<file path="src/rtl/dct8_pkg.sv">
package dct8_pkg;

  // Strobes from the control to the datapath.
  typedef struct packed {
    logic load;         // capture the quadrant results this cycle
    logic inverseIn;    // direction of the vector being captured
    logic inverseHeld;  // direction of the result held in the register
  } dctStrobe_t;

  // Wire reordering that regularizes the forward matrix: sample r moves to slot permTarget(r).
  function automatic int permTarget(input int r);
    case (r)
      0: return 0;
      1: return 4;
      2: return 5;
      3: return 1;
      4: return 2;
      5: return 6;
      6: return 7;
      default: return 3;
    endcase
  endfunction

  // Inverse of permTarget: the sample that lands in slot j.
  function automatic int permSource(input int j);
    int src;
    src = 0;
    for (int r = 0; r < 8; r++)
      if (permTarget(r) == j) src = r;
    return src;
  endfunction

  // Each quadrant row has the form (p, q, q, p) on even rows or (p, q, -q, -p) on odd rows.
  // Quadrant 0 and 1 feed the upper output rows; 2 and 3 the lower; 0 and 2 take slots 0..3.
  function automatic int coefP(input int quad, input int row);
    case (quad * 4 + row)
      0: return 8;   1: return 12;  2: return 8;   3: return 10;
      4: return 8;   5: return 10;  6: return 4;   7: return -3;
      8: return 8;   9: return 6;   10: return 4;  11: return 3;
      12: return -8; 13: return -12; 14: return -8; default: return -6;
    endcase
  endfunction

  function automatic int coefQ(input int quad, input int row);
    case (quad * 4 + row)
      0: return 8;   1: return 3;   2: return -8;  3: return -6;
      4: return 8;   5: return 6;   6: return -4;  7: return -12;
      8: return 8;   9: return 10;  10: return -4; 11: return -12;
      12: return -8; 13: return 3;  14: return 8;  default: return 10;
    endcase
  endfunction

endpackage

</file>
<file path="src/rtl/dct8_quad.sv">
module dct8_quad #(
  parameter int QIDX = 0,
  parameter int IN_W = 16
) (
  input  logic                   inverse,
  input  logic signed [IN_W-1:0] a [4],
  output logic signed [IN_W+5:0] y [4]
);
  import dct8_pkg::*;

  localparam int QW = IN_W + 6;

  // Constant multiply for the magnitudes the quadrants use, built from shifts and adds.
  function automatic logic signed [QW-1:0] mulc(input int k, input logic signed [QW-1:0] x);
    logic signed [QW-1:0] t;
    int mag;
    mag = (k < 0) ? -k : k;
    case (mag)
      3:       t = (x <<< 1) + x;
      4:       t = x <<< 2;
      6:       t = (x <<< 2) + (x <<< 1);
      8:       t = x <<< 3;
      10:      t = (x <<< 3) + (x <<< 1);
      12:      t = (x <<< 3) + (x <<< 2);
      default: t = '0;
    endcase
    return (k < 0) ? -t : t;
  endfunction

  logic signed [QW-1:0] ext [4];
  logic signed [QW-1:0] sumOuter, difOuter, sumInner, difInner;
  logic signed [QW-1:0] fwdRes [4];
  logic signed [QW-1:0] pSym, pAnti, qSym, qAnti;
  logic signed [QW-1:0] invRes [4];

  always_comb begin
    for (int i = 0; i < 4; i++)
      ext[i] = {{(QW-IN_W){a[i][IN_W-1]}}, a[i]};

    // Forward: butterfly before the constants.
    sumOuter = ext[0] + ext[3];
    difOuter = ext[0] - ext[3];
    sumInner = ext[1] + ext[2];
    difInner = ext[1] - ext[2];
    for (int r = 0; r < 4; r++) begin
      if (r % 2 == 0)
        fwdRes[r] = mulc(coefP(QIDX, r), sumOuter) + mulc(coefQ(QIDX, r), sumInner);
      else
        fwdRes[r] = mulc(coefP(QIDX, r), difOuter) + mulc(coefQ(QIDX, r), difInner);
    end

    // Inverse: the same constants, butterfly after them (transposed quadrant).
    pSym  = mulc(coefP(QIDX, 0), ext[0]) + mulc(coefP(QIDX, 2), ext[2]);
    pAnti = mulc(coefP(QIDX, 1), ext[1]) + mulc(coefP(QIDX, 3), ext[3]);
    qSym  = mulc(coefQ(QIDX, 0), ext[0]) + mulc(coefQ(QIDX, 2), ext[2]);
    qAnti = mulc(coefQ(QIDX, 1), ext[1]) + mulc(coefQ(QIDX, 3), ext[3]);
    invRes[0] = pSym + pAnti;
    invRes[1] = qSym + qAnti;
    invRes[2] = qSym - qAnti;
    invRes[3] = pSym - pAnti;

    for (int r = 0; r < 4; r++)
      y[r] = inverse ? invRes[r] : fwdRes[r];
  end

endmodule

</file>
<file path="src/rtl/dct8_ctrl.sv">
module dct8_ctrl
  import dct8_pkg::*;
(
  input  logic       clk,
  input  logic       rst,
  input  logic       validIn,
  input  logic       inverse,
  output dctStrobe_t strobe,
  output logic       validOut
);

  logic heldInverse;

  always_ff @(posedge clk) begin
    if (rst) begin
      validOut    <= 1'b0;
      heldInverse <= 1'b0;
    end else begin
      validOut <= validIn;
      if (validIn) heldInverse <= inverse;
    end
  end

  always_comb begin
    strobe.load        = validIn;
    strobe.inverseIn   = inverse;
    strobe.inverseHeld = heldInverse;
  end


  valid_delay_chk: assert property (@(posedge clk) disable iff (rst) validIn |=> validOut);

  valid_drop_chk: assert property (@(posedge clk) disable iff (rst) !validIn |=> !validOut);

endmodule

</file>
<file path="src/rtl/dct8_datapath.sv">
module dct8_datapath
  import dct8_pkg::*;
#(
  parameter int IN_W = 16
) (
  input  logic                    clk,
  input  logic                    rst,
  input  dctStrobe_t              strobe,
  input  logic [8*IN_W-1:0]       dataIn,
  output logic [8*(IN_W+7)-1:0]   dataOut
);

  localparam int QW = IN_W + 6;
  localparam int OW = IN_W + 7;

  logic signed [IN_W-1:0] lane     [8];
  logic signed [IN_W-1:0] quadIn   [4][4];
  logic signed [QW-1:0]   quadOut  [4][4];
  logic signed [QW-1:0]   quadReg  [4][4];
  logic signed [OW-1:0]   sumFwd   [8];
  logic signed [OW-1:0]   sumInv   [8];
  logic signed [OW-1:0]   result   [8];

  for (genvar i = 0; i < 8; i++) begin : g_unpack
    assign lane[i] = dataIn[i*IN_W +: IN_W];
  end

  // Routing: forward uses the reordered slots, inverse splits the natural halves.
  always_comb begin
    for (int i = 0; i < 4; i++) begin
      quadIn[0][i] = strobe.inverseIn ? lane[i]     : lane[permSource(i)];
      quadIn[1][i] = strobe.inverseIn ? lane[i]     : lane[permSource(4 + i)];
      quadIn[2][i] = strobe.inverseIn ? lane[4 + i] : lane[permSource(i)];
      quadIn[3][i] = strobe.inverseIn ? lane[4 + i] : lane[permSource(4 + i)];
    end
  end

  for (genvar q = 0; q < 4; q++) begin : g_quad
    dct8_quad #(.QIDX(q), .IN_W(IN_W)) uQuad (
      .inverse (strobe.inverseIn),
      .a       (quadIn[q]),
      .y       (quadOut[q])
    );
  end

  always_ff @(posedge clk) begin
    if (rst) begin
      for (int q = 0; q < 4; q++)
        for (int r = 0; r < 4; r++)
          quadReg[q][r] <= '0;
    end else if (strobe.load) begin
      quadReg <= quadOut;
    end
  end

  // Pairwise quadrant sums, then the output reorder for the inverse direction.
  always_comb begin
    for (int r = 0; r < 4; r++) begin
      sumFwd[r]     = {quadReg[0][r][QW-1], quadReg[0][r]} + {quadReg[1][r][QW-1], quadReg[1][r]};
      sumFwd[4 + r] = {quadReg[2][r][QW-1], quadReg[2][r]} + {quadReg[3][r][QW-1], quadReg[3][r]};
      sumInv[r]     = {quadReg[0][r][QW-1], quadReg[0][r]} + {quadReg[2][r][QW-1], quadReg[2][r]};
      sumInv[4 + r] = {quadReg[1][r][QW-1], quadReg[1][r]} + {quadReg[3][r][QW-1], quadReg[3][r]};
    end
    for (int n = 0; n < 8; n++)
      result[n] = strobe.inverseHeld ? sumInv[permTarget(n)] : sumFwd[n];
  end

  for (genvar i = 0; i < 8; i++) begin : g_pack
    assign dataOut[i*OW +: OW] = result[i];
  end


  hold_chk: assert property (@(posedge clk) disable iff (rst) !strobe.load |=> $stable(dataOut));

endmodule

</file>
<file path="src/rtl/dct8_unit.sv">
module dct8_unit
  import dct8_pkg::*;
#(
  parameter int IN_W = 16
) (
  input  logic                  clk,
  input  logic                  rst,
  input  logic                  validIn,
  input  logic                  inverse,
  input  logic [8*IN_W-1:0]     dataIn,
  output logic                  validOut,
  output logic [8*(IN_W+7)-1:0] dataOut
);

  localparam int OW = IN_W + 7;

  dctStrobe_t strobe;

  dct8_ctrl uCtrl (
    .clk      (clk),
    .rst      (rst),
    .validIn  (validIn),
    .inverse  (inverse),
    .strobe   (strobe),
    .validOut (validOut)
  );

  dct8_datapath #(.IN_W(IN_W)) uPath (
    .clk     (clk),
    .rst     (rst),
    .strobe  (strobe),
    .dataIn  (dataIn),
    .dataOut (dataOut)
  );

  // Observation signals for the assertions below.
  logic signed [IN_W-1:0] inLane  [8];
  logic signed [OW-1:0]   outLane [8];
  logic signed [OW-1:0]   dcExpect, impulseExpect;
  logic inAllSame, inRestZero, outAllSame, outRestZero;

  always_comb begin
    for (int i = 0; i < 8; i++) begin
      inLane[i]  = dataIn[i*IN_W +: IN_W];
      outLane[i] = dataOut[i*OW +: OW];
    end
    inAllSame = 1'b1; inRestZero = 1'b1; outAllSame = 1'b1; outRestZero = 1'b1;
    for (int i = 1; i < 8; i++) begin
      if (inLane[i] != inLane[0])   inAllSame   = 1'b0;
      if (inLane[i] != '0)          inRestZero  = 1'b0;
      if (outLane[i] != outLane[0]) outAllSame  = 1'b0;
      if (outLane[i] != '0)         outRestZero = 1'b0;
    end
    dcExpect      = {{7{inLane[0][IN_W-1]}}, inLane[0]} <<< 6;
    impulseExpect = {{7{inLane[0][IN_W-1]}}, inLane[0]} <<< 3;
  end


  dc_fwd_chk: assert property (@(posedge clk) disable iff (rst)
    (validIn && !inverse && inAllSame) |=> (outLane[0] == $past(dcExpect)) && outRestZero);

  impulse_inv_chk: assert property (@(posedge clk) disable iff (rst)
    (validIn && inverse && inRestZero) |=> outAllSame && (outLane[0] == $past(impulseExpect)));

endmodule

</file>
<file path="config.mk">
export PLATFORM = sky130hd
export DESIGN_NAME = dct8_unit
export DESIGN_NICKNAME = d
export VERILOG_FILES = /design/src/rtl/dct8_pkg.sv /design/src/rtl/dct8_quad.sv /design/src/rtl/dct8_ctrl.sv /design/src/rtl/dct8_datapath.sv /design/src/rtl/dct8_unit.sv
export SDC_FILE = /design/constraint.sdc
export NUM_CORES = 2
export LEC_CHECK = 0
export BUFFER_PORTS_ARGS = -buffer_cell sky130_fd_sc_hd__buf_2
export CORE_MARGIN = 5
export CORE_UTILIZATION = 55
export DETAILED_ROUTE_END_ITERATION = 7
export PLACE_DENSITY = 0.84
export SYNTH_ARGS = -nofsm -noshare
export SYNTH_HDL_FRONTEND = slang
export SYNTH_HIERARCHICAL = 1
export SYNTH_SLANG_ARGS = --single-unit
</file>
<file path="constraint.sdc">
create_clock -name clk -period 9.5 [get_ports clk]
set_input_delay 0.475 -clock clk [delete_from_list [all_inputs] [get_ports clk]]
set_output_delay 0.475 -clock clk [all_outputs]
set_load 0.005 [all_outputs]
</file>
==> reports/metrics.json <==
{
  "synthesis": {
    "synth_async_sr_flop_share_pct": 0,
    "yosys-top-cells-area": "ha_1 21%, xnor2_1 7.8%, fa_1 7.5%, dfxtp_1 7.1%, a21oi_1 5.3%",
    "ranking_of_synthesized_cells_by_instance_count": "1662 x ha_1, 1271 x nor2_1, 1146 x inv_1",
    "synth_area_per_cell_sq_um": 7.53,
    "ys_types": 137,
    "post-synth-top-count-cell": "ha_1",
    "synth_edf_count": 0,
    "postSynth.topFlopCell": "dfxtp_1",
    "netlist.area_leader.share_pct": 20.8,
    "synthesis.area_sq_mm": 0.0998,
    "seq_area_frac_synth_pct": 7.10,
    "synth_largest_area_cell": "ha_1",
    "synth.ff_latch_count": 354,
    "gate_count_after_technology_mapping": 13300,
    "ys_warn_count": 6
  },
  "cells_and_area": {
    "multiInputGateArea_sq_mm": 0.0865,
    "post_route_cells_drive_above_1_share_pct": 5.99,
    "syn_to_final_growth_pct": 5.44,
    "layout_net_count": 15400,
    "ff_latch_area_sq_mm": 0.00709,
    "fillCellCount": 17300
  },
  "timing": {
    "timing.final.crit_period_ps": 7650,
    "finalSetupViolCount": 0,
    "number_of_slew_limit_violations_in_the_final_report": 5,
    "min_period_over_period_pct": 80.6,
    "max_slew_margin_pct": -2.76,
    "timing.setup.tns_ps": 0,
    "worstMarginPinSlew_ps": 1530,
    "finalHoldViolCount": 0,
    "rsz0062_at_grt": "no",
    "fmax_mhz": 131,
    "holdWs_ps": 220,
    "clock_skew_ps": 0
  },
  "placed_design": {
    "port_buffers": 316,
    "detailedPlacementHpwl_um": 403000,
    "place_congestion": 1.13
  },
  "min_path": {
    "worst_hold_startpoint": "rst",
    "hold_class": "in -> reg"
  },
  "die": {
    "rows": 156,
    "chipHeight_um": 436,
    "boundaryPins": 317,
    "die_area_sq_mm": 0.190,
    "core_sq_mm": 0.181,
    "die_width_um": 436,
    "start_util_pct": 55.3
  },
  "worst_setup_path": {
    "rr_startpoint": "uCtrl/heldInverse",
    "critical_path.endpoint_type": "flip-flop",
    "critical_path_arrival_ps": 8290,
    "worstPathMaxFanout": 98,
    "worst-setup-path-type": "in -> reg",
    "timing.critical_path.from_type": "input pin",
    "endpoint_required_time_on_the_critical_path_ps": 10140,
    "worstSetupStartpoint": "inverse"
  },
  "routing": {
    "totalWireLength_um": 466000,
    "detailroute.via_count": 101000,
    "drt_iter0_drc": 12500,
    "route.detailed.vias_per_inst": 6.45,
    "detailedRoute.firstPassIterationCount": 7,
    "drc": 0,
    "route.antenna.remaining_nets": 0,
    "wl_per_cell_um": 29.7
  },
  "clock_network": {
    "clk_root_buffer_cell": "clkbuf_16",
    "cts.sinks": 354,
    "postCtsHoldBufs": 0,
    "cts_max_level": 2,
    "clk-insertion-delay-late_ps": 720,
    "resize_count_post_cts": 0,
    "clkTransAtPathRegs_ps": 60,
    "post_cts_buffers": 0,
    "cts-buffers-inserted": 52,
    "clock_path_buffers": 3,
    "tritoncts_clock_tree": "built"
  },
  "grt": {
    "grt_start_max_net_pins": 172,
    "grt_overflow": 0,
    "first_global_vias": 90600,
    "overall_global_routing_usage_pct": 46.3,
    "grt_antenna_before_repair": 33,
    "first_pass_grt_wire_length_um": 642000
  },
  "outcome": {
    "outcome": "finished, violations left",
    "failed_checks": "max-capacitance violations, max-slew violations"
  },
  "run": {
    "cap_violations": 4
  }
}
## registers in the layout (all words and copies together) (netlist names)
signal,cells
uPath/quadReg,352
uCtrl/heldInverse,1
uCtrl/validOut,1
## per-stage QoR
stage / setup WS [ps] / std cells / area [sq um] / util, %
after floorplan: 2270 / 13300 / 99800 / -
after global routing: 1530 / 15700 / 105000 / 58.2
after global placement: 973 / 15600 / 103000 / 57.2
final: 1850 / 15700 / 105000 / 58.3
after detailed placement: 1430 / 15600 / 103000 / 57.2
after CTS: 2140 / 15700 / 105000 / 58.2
## cell type report
cell class                      instances  share of cell area, %
Multi-Input combinational cell      11300                   82.2
Sequential cell                       354                   6.74
Inverter                             1151                   4.11
Tap cell                             2370                   2.82
Timing Repair Buffer                  419                   2.29
Clock buffer                           69                   1.40
Clock inverter                         28                  0.353
Antenna cell                           24                 0.0571
## layout by cell type (no fill, tap or decap), types with 353 or more instances in the layout
cell type,netlist,final
dfxtp_1,354,353
nor2_1,1271,1271
o21ai_0,644,631
xnor2_1,885,885
fa_1,373,373
mux2i_1,429,429
inv_1,1146,1143
xor2_1,424,424
a21oi_1,1059,1059
ha_1,1662,1662
nand2_1,974,974
## kinds of logic (layout without fill, tap and decap cells)
group | after synthesis | in the layout | share of synthesized area, %
flip-flops | 354 | 354 | 7.10
multiplexers | 493 | 493 | 5.03
adder cells (fa/ha/maj) | 2035 | 2035 | 28.3
buffers and inverters | 1613 | 1667 | 6.22
other | 4 | 32 | 0.0150
XOR/XNOR | 1312 | 1312 | 11.5
AND/OR/NAND/NOR | 3910 | 3910 | 18.5
AO/OA/AOI/OAI | 3537 | 3537 | 23.2
## worst max-delay path: stages
cell	delay (ps)
buf_8	320
buf_4	350
nand2_1	110
nand2_1	430
inv_1	250
ha_1	360
nor2b_1	130
o21ai_1	90
a21boi_1	310
o211ai_1	180
a2111oi_2	490
nor3b_1	120
xnor2_1	610
ha_1	410
and3_1	230
a211oi_1	360
nor2_1	110
and2_1	180
nor2_1	110
ha_1	230
nand3_1	170
a211o_1	310
nand2_1	80
nor2_1	50
xor2_1	160
o21ai_1	1070
mux2i_1	260
nor2_1	190
## layer usage
metal | wire, um | vias to the layer above | track usage (%)
li1 | - | 46600 | -
met1 | 175000 | 47700 | 56.1
met2 | 185000 | 5680 | 66.4
met3 | 57400 | 1382 | 15.1
met4 | 49400 | 14 | 38.0
met5 | 349 | - | 0.983
## worst paths after layout
path,end,slack (ps),cells after the start
worst max-delay path,uPath/quadReg[147],1850,28
worst min register to register,uPath/quadReg[332],520,2
worst max register to register,uCtrl/heldInverse,7460,3
worst min-delay path,uCtrl/validOut,220,2
Power is left out: the tool's default activity adds up to more than one toggle a clock period on the data nets, which glitch-free logic cannot reach.
